==> src/rtl/rx_mailbox_pkg.sv <==
package rx_mailbox_pkg;
    typedef enum logic [1:0] {
        ST_IDLE    = 2'd0,
        ST_COLLECT = 2'd1,
        ST_AWAIT   = 2'd2
    } mbox_state_t;
endpackage

==> src/rtl/rx_mbox_fsm.sv <==
module rx_mbox_fsm
    import rx_mailbox_pkg::*;
#(
    parameter int MSG_BYTES = 8,
    localparam int CW = (MSG_BYTES > 1) ? $clog2(MSG_BYTES) : 1
) (
    input  logic          clk,
    input  logic          rst_n,
    input  logic          rx_valid,
    input  logic          rx_sof,
    input  logic          rx_chk_valid,
    input  logic          rx_chk_ok,
    input  logic          full,
    output logic          ld,
    output logic [CW-1:0] ld_idx,
    output logic          commit
);
    localparam logic [CW-1:0] LAST = CW'(MSG_BYTES - 1);

    mbox_state_t   st_q, st_d;
    logic [CW-1:0] cnt_q, cnt_d;

    // State register
    always_ff @(posedge clk or negedge rst_n) begin
        if (!rst_n) begin
            st_q  <= ST_IDLE;
            cnt_q <= '0;
        end else begin
            st_q  <= st_d;
            cnt_q <= cnt_d;
        end
    end

    // Transitions and outputs
    always_comb begin
        st_d   = st_q;
        cnt_d  = cnt_q;
        ld     = 1'b0;
        ld_idx = cnt_q;
        commit = 1'b0;
        unique case (st_q)
            ST_IDLE: begin
                if (rx_valid && rx_sof) begin
                    ld     = 1'b1;
                    ld_idx = '0;
                    cnt_d  = CW'(1);
                    st_d   = ST_COLLECT;
                end
            end
            ST_COLLECT: begin
                if (rx_valid) begin
                    ld = 1'b1;
                    if (rx_sof) begin
                        ld_idx = '0;
                        cnt_d  = CW'(1);
                    end else if (cnt_q == LAST) begin
                        cnt_d = '0;
                        st_d  = ST_AWAIT;
                    end else begin
                        cnt_d = cnt_q + CW'(1);
                    end
                end
            end
            ST_AWAIT: begin
                if (rx_chk_valid) begin
                    commit = rx_chk_ok && !full;
                    st_d   = ST_IDLE;
                end else if (rx_valid && rx_sof) begin
                    ld     = 1'b1;
                    ld_idx = '0;
                    cnt_d  = CW'(1);
                    st_d   = ST_COLLECT;
                end
            end
            default: st_d = ST_IDLE;
        endcase
    end

    AST_CNT_IN_RANGE: assert property (@(posedge clk) disable iff (!rst_n)
        cnt_q <= LAST);

    AST_NO_LOAD_ON_COMMIT: assert property (@(posedge clk) disable iff (!rst_n)
        commit |-> !ld);
endmodule

==> src/rtl/rx_mbox_stage.sv <==
module rx_mbox_stage #(
    parameter int MSG_BYTES = 8,
    parameter int BYTE_W    = 8,
    localparam int CW = (MSG_BYTES > 1) ? $clog2(MSG_BYTES) : 1
) (
    input  logic                        clk,
    input  logic                        rst_n,
    input  logic                        ld,
    input  logic [CW-1:0]               ld_idx,
    input  logic [BYTE_W-1:0]           din,
    output logic [MSG_BYTES*BYTE_W-1:0] stage
);
    logic [MSG_BYTES-1:0] we;

    for (genvar i = 0; i < MSG_BYTES; i++) begin : g_byte
        assign we[i] = ld && (ld_idx == CW'(i));
        always_ff @(posedge clk or negedge rst_n) begin
            if (!rst_n)
                stage[i*BYTE_W +: BYTE_W] <= '0;
            else if (we[i])
                stage[i*BYTE_W +: BYTE_W] <= din;
        end
    end

    AST_ONE_BYTE_WRITE: assert property (@(posedge clk) disable iff (!rst_n)
        $onehot0(we));
endmodule

==> src/rtl/rx_mbox_hold.sv <==
module rx_mbox_hold #(
    parameter int MSG_BYTES = 8,
    parameter int BYTE_W    = 8,
    localparam int DW = MSG_BYTES * BYTE_W
) (
    input  logic          clk,
    input  logic          rst_n,
    input  logic          commit,
    input  logic [DW-1:0] stage,
    input  logic          cpu_wr,
    input  logic          cpu_wdata,
    output logic [DW-1:0] data_q,
    output logic          full_q,
    output logic          ack_q
);
    always_ff @(posedge clk or negedge rst_n) begin
        if (!rst_n) begin
            data_q <= '0;
            full_q <= 1'b0;
            ack_q  <= 1'b0;
        end else begin
            ack_q <= commit;
            if (commit) begin
                data_q <= stage;
                full_q <= 1'b1;
            end else if (cpu_wr && !cpu_wdata) begin
                full_q <= 1'b0;
            end
        end
    end

    AST_ACK_ON_RISE: assert property (@(posedge clk) disable iff (!rst_n)
        ack_q |-> $rose(full_q));

    AST_RISE_HAS_ACK: assert property (@(posedge clk) disable iff (!rst_n)
        $rose(full_q) |-> ack_q);

    AST_HELD_LOCKED: assert property (@(posedge clk) disable iff (!rst_n)
        full_q |=> $stable(data_q));

    AST_W1_NO_SET: assert property (@(posedge clk) disable iff (!rst_n)
        (cpu_wr && cpu_wdata && !full_q && !commit) |=> !full_q);
endmodule

==> src/rtl/rx_mailbox.sv <==
module rx_mailbox #(
    parameter int MSG_BYTES = 8,
    parameter int BYTE_W    = 8,
    localparam int DW = MSG_BYTES * BYTE_W,
    localparam int CW = (MSG_BYTES > 1) ? $clog2(MSG_BYTES) : 1
) (
    input  logic              clk,
    input  logic              rst_n,
    input  logic              rx_valid,
    input  logic              rx_sof,
    input  logic [BYTE_W-1:0] rx_byte,
    input  logic              rx_chk_valid,
    input  logic              rx_chk_ok,
    input  logic              cpu_wr,
    input  logic              cpu_full_wdata,
    input  logic              irq_en,
    output logic [DW-1:0]     mbox_data,
    output logic              mbox_full,
    output logic              irq,
    output logic              far_ack
);
    logic          ld;
    logic [CW-1:0] ld_idx;
    logic          commit;
    logic [DW-1:0] stage;

    rx_mbox_fsm #(.MSG_BYTES(MSG_BYTES)) u_fsm (
        .clk          (clk),
        .rst_n        (rst_n),
        .rx_valid     (rx_valid),
        .rx_sof       (rx_sof),
        .rx_chk_valid (rx_chk_valid),
        .rx_chk_ok    (rx_chk_ok),
        .full         (mbox_full),
        .ld           (ld),
        .ld_idx       (ld_idx),
        .commit       (commit)
    );

    rx_mbox_stage #(.MSG_BYTES(MSG_BYTES), .BYTE_W(BYTE_W)) u_stage (
        .clk    (clk),
        .rst_n  (rst_n),
        .ld     (ld),
        .ld_idx (ld_idx),
        .din    (rx_byte),
        .stage  (stage)
    );

    rx_mbox_hold #(.MSG_BYTES(MSG_BYTES), .BYTE_W(BYTE_W)) u_hold (
        .clk       (clk),
        .rst_n     (rst_n),
        .commit    (commit),
        .stage     (stage),
        .cpu_wr    (cpu_wr),
        .cpu_wdata (cpu_full_wdata),
        .data_q    (mbox_data),
        .full_q    (mbox_full),
        .ack_q     (far_ack)
    );

    assign irq = mbox_full && irq_en;

    AST_DATA_ONLY_ON_FILL: assert property (@(posedge clk) disable iff (!rst_n)
        !$stable(mbox_data) |-> $rose(mbox_full));
endmodule

==> config.mk <==
export PLATFORM = sky130hd
export DESIGN_NAME = rx_mailbox
export DESIGN_NICKNAME = d
export VERILOG_FILES = /design/src/rtl/rx_mailbox_pkg.sv /design/src/rtl/rx_mbox_fsm.sv /design/src/rtl/rx_mbox_stage.sv /design/src/rtl/rx_mbox_hold.sv /design/src/rtl/rx_mailbox.sv
export SDC_FILE = /design/constraint.sdc
export NUM_CORES = 1
export LEC_CHECK = 0
export BUFFER_PORTS_ARGS = -buffer_cell sky130_fd_sc_hd__buf_2
export CAP_MARGIN = 20
export CORE_ASPECT_RATIO = 0.5
export CORE_MARGIN = 5
export CORE_UTILIZATION = 35
export DETAILED_ROUTE_END_ITERATION = 12
export SETUP_SLACK_MARGIN = 0.1
export SLEW_MARGIN = 20
export SYNTH_ARGS = -nofsm -noshare
export SYNTH_HDL_FRONTEND = slang
export SYNTH_SLANG_ARGS = --single-unit
==> constraint.sdc <==
create_clock -name clk -period 2.7 [get_ports clk]
set_clock_uncertainty 0.1 [all_clocks]
set_input_delay 0 -clock clk [delete_from_list [all_inputs] [get_ports clk]]
set_output_delay 0 -clock clk [all_outputs]
set_load 0.05 [all_outputs]
; ---- Word-level counts from Yosys, hierarchy flattened
; Index checks and enable logic that the tools add are counted.
[word_totals]
ff_bits = 135
word_cells = 73
[classes]
addsub = 1
n_eq_ne = 14
mux = 25
n_reduce_logical = 20
[op_table]
columns = op, n
row1 = $mux 3, 9
row2 = $pmux 3 s3, 2
row3 = $eq 3x3->1 const B, 5
row4 = $logic_and 1x1->1, 12
row5 = $mux 2, 5
row6 = $mux 1, 7
row7 = $eq 3x2->1 const B, 2
row8 = $ne 2x2->1 const B, 3
row9 = $pmux 2 s3, 1
row10 = $reduce_and 3->1, 2
row11 = $add 3x1->3 const B, 1
row12 = $eq 3x1->1 const B, 1
row13 = $logic_not 3->1, 1
row14 = $pmux 1 s3, 1
row15 = $reduce_bool 3->1, 1
row16 = $eq 2x1->1 const B, 1
row17 = $eq 2x2->1 const B, 1
row18 = $logic_not 1->1, 2
row19 = $logic_not 2->1, 1
row20 = $ne 2x1->1 const B, 1
row21 = $reduce_bool 2->1, 1

; ---- Longest topological paths before layout
; Gate-level depths: netlist of run 1.
[depth]
word_depth = 6
mapped_depth = 6
ltp_nobuf = 5

; ---- Hierarchy
; From an unflattened synthesis of run 1, not the netlist that was laid out.
[hier_totals]
cells_unflattened = 314
hier_area_um2 = 5410.2
[by_module_without_submodules]
columns = mod, n_inst, cells_per_inst, area_per_inst_um2
row1 = rx_mbox_hold, 1, 139, 2642.5
row2 = rx_mbox_stage, 1, 143, 2452.4
row3 = rx_mbox_fsm, 1, 31, 309.0
row4 = rx_mailbox, 1, 1, 6.3

; ---- Worst setup path after synthesis of run 1
; OpenSTA, ideal clock, no wires.
[synth_timing]
path_kind = register to register
start = reg u_fsm.st_q[1]
end = reg u_stage.stage[10]
setup_ns = 0.125
t_arrival_ns = 1.702
path_slack_ns = 0.773
stages_incl_launch_ff = 5
path_buffers = 0
period_less_slack_ns = 1.927
path_cell_list = dfrtp_1 > and2b_1 > o21ai_4 > a2111oi_4 > mux2_2
[synth_via]
elab_chain_cells = 4
word_cells_on_any_way = 7
classes_between = 3 x eq/ne / 2 x mux / 2 x reduce/logical
[synth_rtl]
columns = item, line_no
row1 = start: declaration, rx_mbox_fsm.sv:20  ; mbox_state_t st_q, st_d;
row2 = start signal: assignment, rx_mbox_fsm.sv:29  ; st_q <= st_d;
row3 = "$eq 2x2->1, or another cell as far along", rx_mbox_fsm.sv:41  ; unique case (st_q)
row4 = $pmux 3 s3, rx_mbox_fsm.sv:41
row5 = $eq 3x1->1, rx_mbox_stage.sv:16  ; assign we[i] = ld && (ld_idx == CW'(i));
row6 = $logic_and 1x1->1 (*), rx_mbox_stage.sv:16
row7 = end signal: indexed assignment, rx_mbox_stage.sv:21  ; stage[i*BYTE_W +: BYTE_W] <= din;
row8 = end: declaration, rx_mbox_stage.sv:11  ; output logic [MSG_BYTES*BYTE_W-1:0] stage
; Mark *: on every way between the ends. The rest lies on a longest branch, timed or not.
; A chain may end at the register's enable or synchronous reset.

; ---- Worst setup path in the final report of run 1
[layout_timing]
start = reg u_fsm.cnt_q[0]
end = reg u_fsm.st_q[1]
[layout_via]
elab_chain_cells = 3
[layout_rtl]
columns = item, line_no
row1 = start: declaration, rx_mbox_fsm.sv:21  ; logic [CW-1:0] cnt_q, cnt_d;
row2 = start signal: assignment, rx_mbox_fsm.sv:30  ; cnt_q <= cnt_d;
row3 = $eq 3x3->1, rx_mbox_fsm.sv:56  ; end else if (cnt_q == LAST) begin
row4 = $ne 2x1->1 (no source line), n/a
row5 = $reduce_and 3->1 (no source line), n/a
; Every way passes these cells.

==> results of run 1 <==
[kinds of logic after synthesis]
group,Yosys count
simple gates,26
mux,128
fa+ha+maj,2
flops,135
buf+inv,11
compound gates,20
[critical path: stages, from the launching register on]
cell	delay [ps]
dfrtp_1	460
ha_1	240
ha_1	210
nand3_1	90
dlygate4sd3_1	570
nand2_1	50
dlygate4sd3_1	550
[power by group]
part	switching [mW]	internal, mW
Combinational	0.342	0.479
Sequential	0.260	2.48
Clock	0.952	1.21
[layout make-up]
| class | instances | area [µm²] |
|---|---|---|
| fillers | 1298 | 7920 |
| flip-flops and latches | 135 | 3380 |
| multi-input cells | 176 | 1790 |
| repair buffers | 107 | 644 |
| clock buffers | 17 | 425 |
| well taps | 198 | 248 |
| clock inverters | 15 | 135 |
| inverters | 2 | 7.51 |
[registers in the layout (all words and copies together), names as in the netlist]
register       count
u_hold.ack_q       1
u_fsm.st_q         2
u_fsm.cnt_q        3
u_stage.stage     64
u_hold.full_q      1
u_hold.data_q     64
[metrics by stage]
stage | total power, mW | setup slack [ps] | instances | utilization | hold WS (ps)
after global routing | 6.02 | 206 | 650 | 0.456 | 109
final | 5.73 | 310 | 650 | 0.456 | 40.1
after detailed placement | 3.60 | 468 | 601 | 0.406 | -72.8
after floorplan | 3.34 | 773 | 322 | - | -396
after CTS | 5.80 | 336 | 650 | 0.456 | 56.7
after global placement | 3.57 | 535 | 601 | 0.406 | -72.7
[layer usage]
metal / vias to the layer above / global-route usage / part of all wire
met5: - / 0 / 0
met4: 0 / 0.0443 / 0.012
met3: 12 / 0.0423 / 0.042
met2: 45 / 0.213 / 0.48
met1: 1533 / 0.168 / 0.47
li1: 1396 / - / -
[synth_stat cells]
master / n
nand4b_1: 1
buf_2: 7
nor3_2: 1
mux2_2: 128
nor2_1: 5
and2b_1: 1
and2_1: 1
nor2_2: 2
o211ai_1: 2
clkbuf_1: 1
o2111ai_1: 1
a2111oi_4: 1
a211oi_2: 1
nor2b_1: 1
o21ai_1: 1
nand2_4: 1
and2_4: 1
nor3b_4: 1
inv_1: 2
nand3_1: 3
dfrtp_1: 135
or4_1: 1
a21oi_1: 3
a21oi_2: 2
nand2_1: 7
o21ai_0: 7
ha_1: 2
o21a_1: 1
buf_4: 1
o21ai_4: 1
[worst paths after layout]
| path | endpoint | slack [ps] | cells past startpoint |
|---|---|---|---|
| max | u_fsm.st_q[1] | 310 | 6 |
| min | u_hold.data_q[18] | 40 | 2 |
| max reg2reg | u_fsm.st_q[1] | 310 | 6 |
| min reg2reg | u_hold.data_q[42] | 400 | 1 |
| max in group asynchronous | u_stage.stage[5] | 1650 | 3 |
| min in group clk | u_hold.ack_q | 120 | 4 |
[what timing repair did]
item / 4_1_cts / 5_1_grt
endpoints found under the hold margin: 146 / 0
resized for setup: 0 / 0
hold buffers: 17 / 0
==> metrics.md, run 1 <==
| Metric | Value |
|---|---|
| Io pins | `84` |
| Initial Util | `0.359` |
| Initial antenna violation count | `1` |
| Post-DP Area | `0.00590 mm²` |
| Clk buf depth | `2` |
| Crit Path Category | `register to register` |
| First-pass GRT wire length | `17700 µm` |
| Worst Hold Class | `input port to async pin` |
| Sequential share of the synthesized area | `0.648` |
| Layout Nets | `458` |
| Synthesized netlist cell count | `322` |
| Yosys Warn Count | `0` |
| Largest family of logic cells by synthesized area | `multiplexers` |
| Pwr/cell area | `864 mW/mm²` |
| Reg-to-reg startpoint | `u_fsm.cnt_q[0]` |
| Post-CTS Setup Bufs | `0` |
| Vias per Instance | `4.59` |
| Worst slew margin | `0.541` |
| Final ANT Viol Nets | `0` |
| Worst path arrival time | `2570 ps` |
| Largest net degree at the start of global routing | `66` |
| Adder-Cell Fraction of Synth Area | `0.00480` |
| Maxcap violations | `0` |
| Syn_area_per_cell | `16.2 µm²` |
| Post-DP HPWL | `7240 µm` |
| Flops & latches, synth | `135` |
| Vias in the first global route | `3251` |
| Total Wirelength | `10900 µm` |
| Crit path required time | `2880 ps` |
| Clock Sinks | `135` |
| Core area | `0.0145 mm²` |
| Crit share post-route | `0.885` |
| Largest cells by area after synthesis | `dfrtp_1 65%, mux2_2 28%, buf_2 0.67%` |
| Die Ht | `96.3 µm` |
| PortBufs | `83` |
| Cell accounting for the most synthesized area | `dfrtp_1` |
| Post-synthesis simple-gate area fraction | `0.0302` |
| XOR/XNOR Fraction of Synth Area | `0` |
| Layout area overhead | `27.1%` |
| TNS Setup | `0 ps` |
| Num CTS Buffers | `17` |
| CTS tree | `done` |
| Peak VDD IR | `0.551 mV` |
| Remaining DRCs | `0` |
| Crit path from | `u_fsm.cnt_q[0]` |
| Die X | `183 µm` |
| First-pass iteration count of the detailed router | `4` |
| Synth top area share | `0.648` |
| Final hold violation count | `0` |
| Die area | `0.0176 mm²` |
| Root Driver | `clkbuf_16` |
| Complex-gate fraction of the synthesized area | `0.0307` |
| Clock transition at path regs | `60 ps` |
| N_diodes | `0` |
| Rows | `31` |
| Post-synth cell types | `30` |
| Most frequent cells in the layout | `135 x dfrtp_1, 128 x mux2_2, 82 x buf_2` |
| Remaining global-route overflow | `0` |
| Vias | `2986` |
| Endpoints failing setup | `0` |
| Htree depth | `4` |
| Mapped Area | `0.00522 mm²` |
| CP startpoint kind | `register` |
| Most common cell after layout, fill and taps aside | `dfrtp_1` |
| Final instance area | `0.00663 mm²` |
| Status | `finished clean` |
| Lkg Pwr | `3.35 nW` |
| Worst-path fanout max | `7` |
| Syn nets | `341` |
| RSZ-0062 raised after global routing | `no` |
| Initial DRC Count | `147` |
| Mux contribution to synthesized area | `0.276` |
| Max Slew Vio Count | `0` |
| Crit path capture type | `register` |
| Skew-Pair Late Insertion Delay | `410 ps` |
| Max Fclk | `418 MHz` |
| Worst-margin pin slew | `689 ps` |
| Ratio of cells with drive above 1 in the final layout | `0.580` |
| RePlAce Congestion | `0.761` |
| Routed len/inst | `16.8 µm` |
| Final min period | `2390 ps` |
| GRT Total Usage | `0.131` |
Power figures use the tool's default switching activity.
==> inputs of run 2 (changes only) <==
Settings changed: CTS_BUF_LIST from default to sky130_fd_sc_hd__clkbuf_8.
==> metrics.md, run 2 (synthesis gave the netlist of run 1 again) <==
| Metric | Value |
|---|---|
| Status | `finished clean` |
| Clock transition at path regs | `80 ps (+20 ps)` |
| Rows | `31 (unchanged)` |
| RSZ-0062 raised after global routing | `no` |
| Maxcap violations | `0 (unchanged)` |
| Die X | `183 µm (unchanged)` |
| Remaining DRCs | `0 (unchanged)` |
| Skew-Pair Late Insertion Delay | `430 ps (+20 ps)` |
| Final ANT Viol Nets | `0 (unchanged)` |
| CP cell instances | `ha_1 > ha_1 > nand3_1 > dlygate4sd3_1 > nand2_1 > dlygate4sd3_1` |
| Final instance area | `0.00644 mm² (-2.9%)` |
| Routed len/inst | `16.9 µm (+0.27%)` |
| Max Slew Vio Count | `0 (unchanged)` |
| Core area | `0.0145 mm² (unchanged)` |
| Htree depth | `4 (unchanged)` |
| Max incr delay on CP | `570 ps (about the same)` |
| Worst path arrival time | `2610 ps (+40 ps)` |
| TNS Setup | `0 ps (unchanged)` |
| CP max stage cell | `dlygate4sd3_1` |
| CTS tree | `done` |
| Die area | `0.0176 mm² (unchanged)` |
| Root Driver | `clkbuf_8` |
| GRT Total Usage | `0.132 (+0.000958)` |
| Non-Filler Instances | `650 (unchanged)` |
| First-pass GRT wire length | `17700 µm (-0.19%)` |
| Ratio of cells with drive above 1 in the final layout | `0.580 (unchanged)` |
| Crit path required time | `2920 ps (+40 ps)` |
| Vias per Instance | `4.63 (+0.77%)` |
| PortBufs | `83 (unchanged)` |
| Total Wirelength | `11000 µm (+0.27%)` |
| Worst slew margin | `0.542 (+0.00131)` |
| Post-DP Area | `0.00590 mm² (unchanged)` |
| First-pass iteration count of the detailed router | `4 (unchanged)` |
| CP startpoint kind | `register` |
| Initial Util | `0.359 (unchanged)` |
| Initial antenna violation count | `1 (unchanged)` |
| Layout Nets | `458 (unchanged)` |
| Vias in the first global route | `3220 (-0.95%)` |
| Crit path capture type | `register` |
| Final hold violation count | `0 (unchanged)` |
| Post-CTS Setup Bufs | `0 (unchanged)` |
| N_diodes | `0 (unchanged)` |
| Cell Count Post-Placement | `601 (unchanged)` |
| Remaining global-route overflow | `0 (unchanged)` |
| Crit Path Category | `register to register` |
| Final min period | `2390 ps (+0.823 ps)` |
| Clk buf depth | `2 (unchanged)` |
| Worst Hold Class | `input port to async pin` |
| Worst-margin pin slew | `687 ps (-1.97 ps)` |
| Max Fclk | `418 MHz (about the same)` |
| Layout area overhead | `23.4%` |
| Clock Sinks | `135 (unchanged)` |
| Crit share post-route | `0.885 (about the same)` |
| Endpoints failing setup | `0 (unchanged)` |
| Lkg Pwr | `3.26 nW (-2.6%)` |
| Most common cell after layout, fill and taps aside | `dfrtp_1` |
| RePlAce Congestion | `0.761 (unchanged)` |
| Largest net degree at the start of global routing | `66 (unchanged)` |
| Peak VDD IR | `0.350 mV (-36%)` |
| Die Ht | `96.3 µm (unchanged)` |
| Largest registers | `u_hold.data_q (64), u_stage.stage (64), u_fsm.cnt_q (3)` |
| Initial DRC Count | `145 (-1.4%)` |
| Most frequent cells in the layout | `135 x dfrtp_1, 128 x mux2_2, 82 x buf_2` |
| Vias | `3009 (+0.77%)` |
| Num CTS Buffers | `17 (unchanged)` |
| Io pins | `84 (unchanged)` |
| WHS | `18.9 ps (-21.2 ps)` |
| Pwr/cell area | `794 mW/mm² (-8.1%)` |
| Post-DP HPWL | `7240 µm (unchanged)` |
| Reg2reg path depth | `6 (unchanged)` |
| Worst-path fanout max | `7 (unchanged)` |
[run 2: changes by cell type in the layout (fill, tap and decap cells not counted)]
cell	delta
clkbuf_8	+17
clkbuf_16	-17
[run 2: report_power, final]
group / internal [mW] / switching [mW]
combinational: 0.478 / 0.342
clock: 0.669 / 0.880
sequential: 2.48 / 0.264
[run 2: worst max-delay path: cells and delay by family (launching register included)]
kind | cells | cell delay (ps)
adders and majority gates | 2 | 450
buffers and inverters | 2 | 1120
DFF | 1 | 470
and+or+nand+nor | 2 | 140
[run 2: cell type report]
type	instances	area (µm²)
clock buffer	17	234
clock inverter	15	135
fill	1312	8110
inverter	2	7.51
multi-input combinational	176	1790
sequential	135	3380
tap	198	248
timing repair buffer	107	644
[run 2: what timing repair did]
action / 4_1_cts / 5_1_grt
hold endpoints to repair: 146 / 0
hold buffers: 17 / 0
resized for setup: 0 / 0
[run 2: path summary, 6_finish.rpt]
path	start	endpoint	slack, ps
hold / removal	rst_n	u_hold.data_q[18]	20
min in group clk	rx_chk_ok	u_hold.ack_q	70
max in group asynchronous	rst_n	u_stage.stage[32]	1660
hold reg to reg	u_stage.stage[54]	u_hold.data_q[54]	390
setup reg to reg	u_fsm.cnt_q[0]	u_fsm.st_q[1]	310
setup / recovery	u_fsm.cnt_q[0]	u_fsm.st_q[1]	310
[run 2: layer usage]
metal | track usage | vias up | part of all wire
met2 | 0.212 | 47 | 0.48
met1 | 0.170 | 1557 | 0.47
li1 | - | 1397 | -
met5 | 0 | - | 0
met3 | 0.0479 | 8 | 0.048
met4 | 0.0406 | 0 | 0.010
[run 2: metrics by stage]
| stage | worst slack, ps | power [mW] | util |
|---|---|---|---|
| after floorplan | 773 | 3.34 | - |
| after global placement | 535 | 3.57 | 0.406 |
| after detailed placement | 468 | 3.60 | 0.406 |
| after CTS | 339 | 5.18 | 0.443 |
| after global routing | 209 | 5.41 | 0.443 |
| final | 309 | 5.11 | 0.443 |
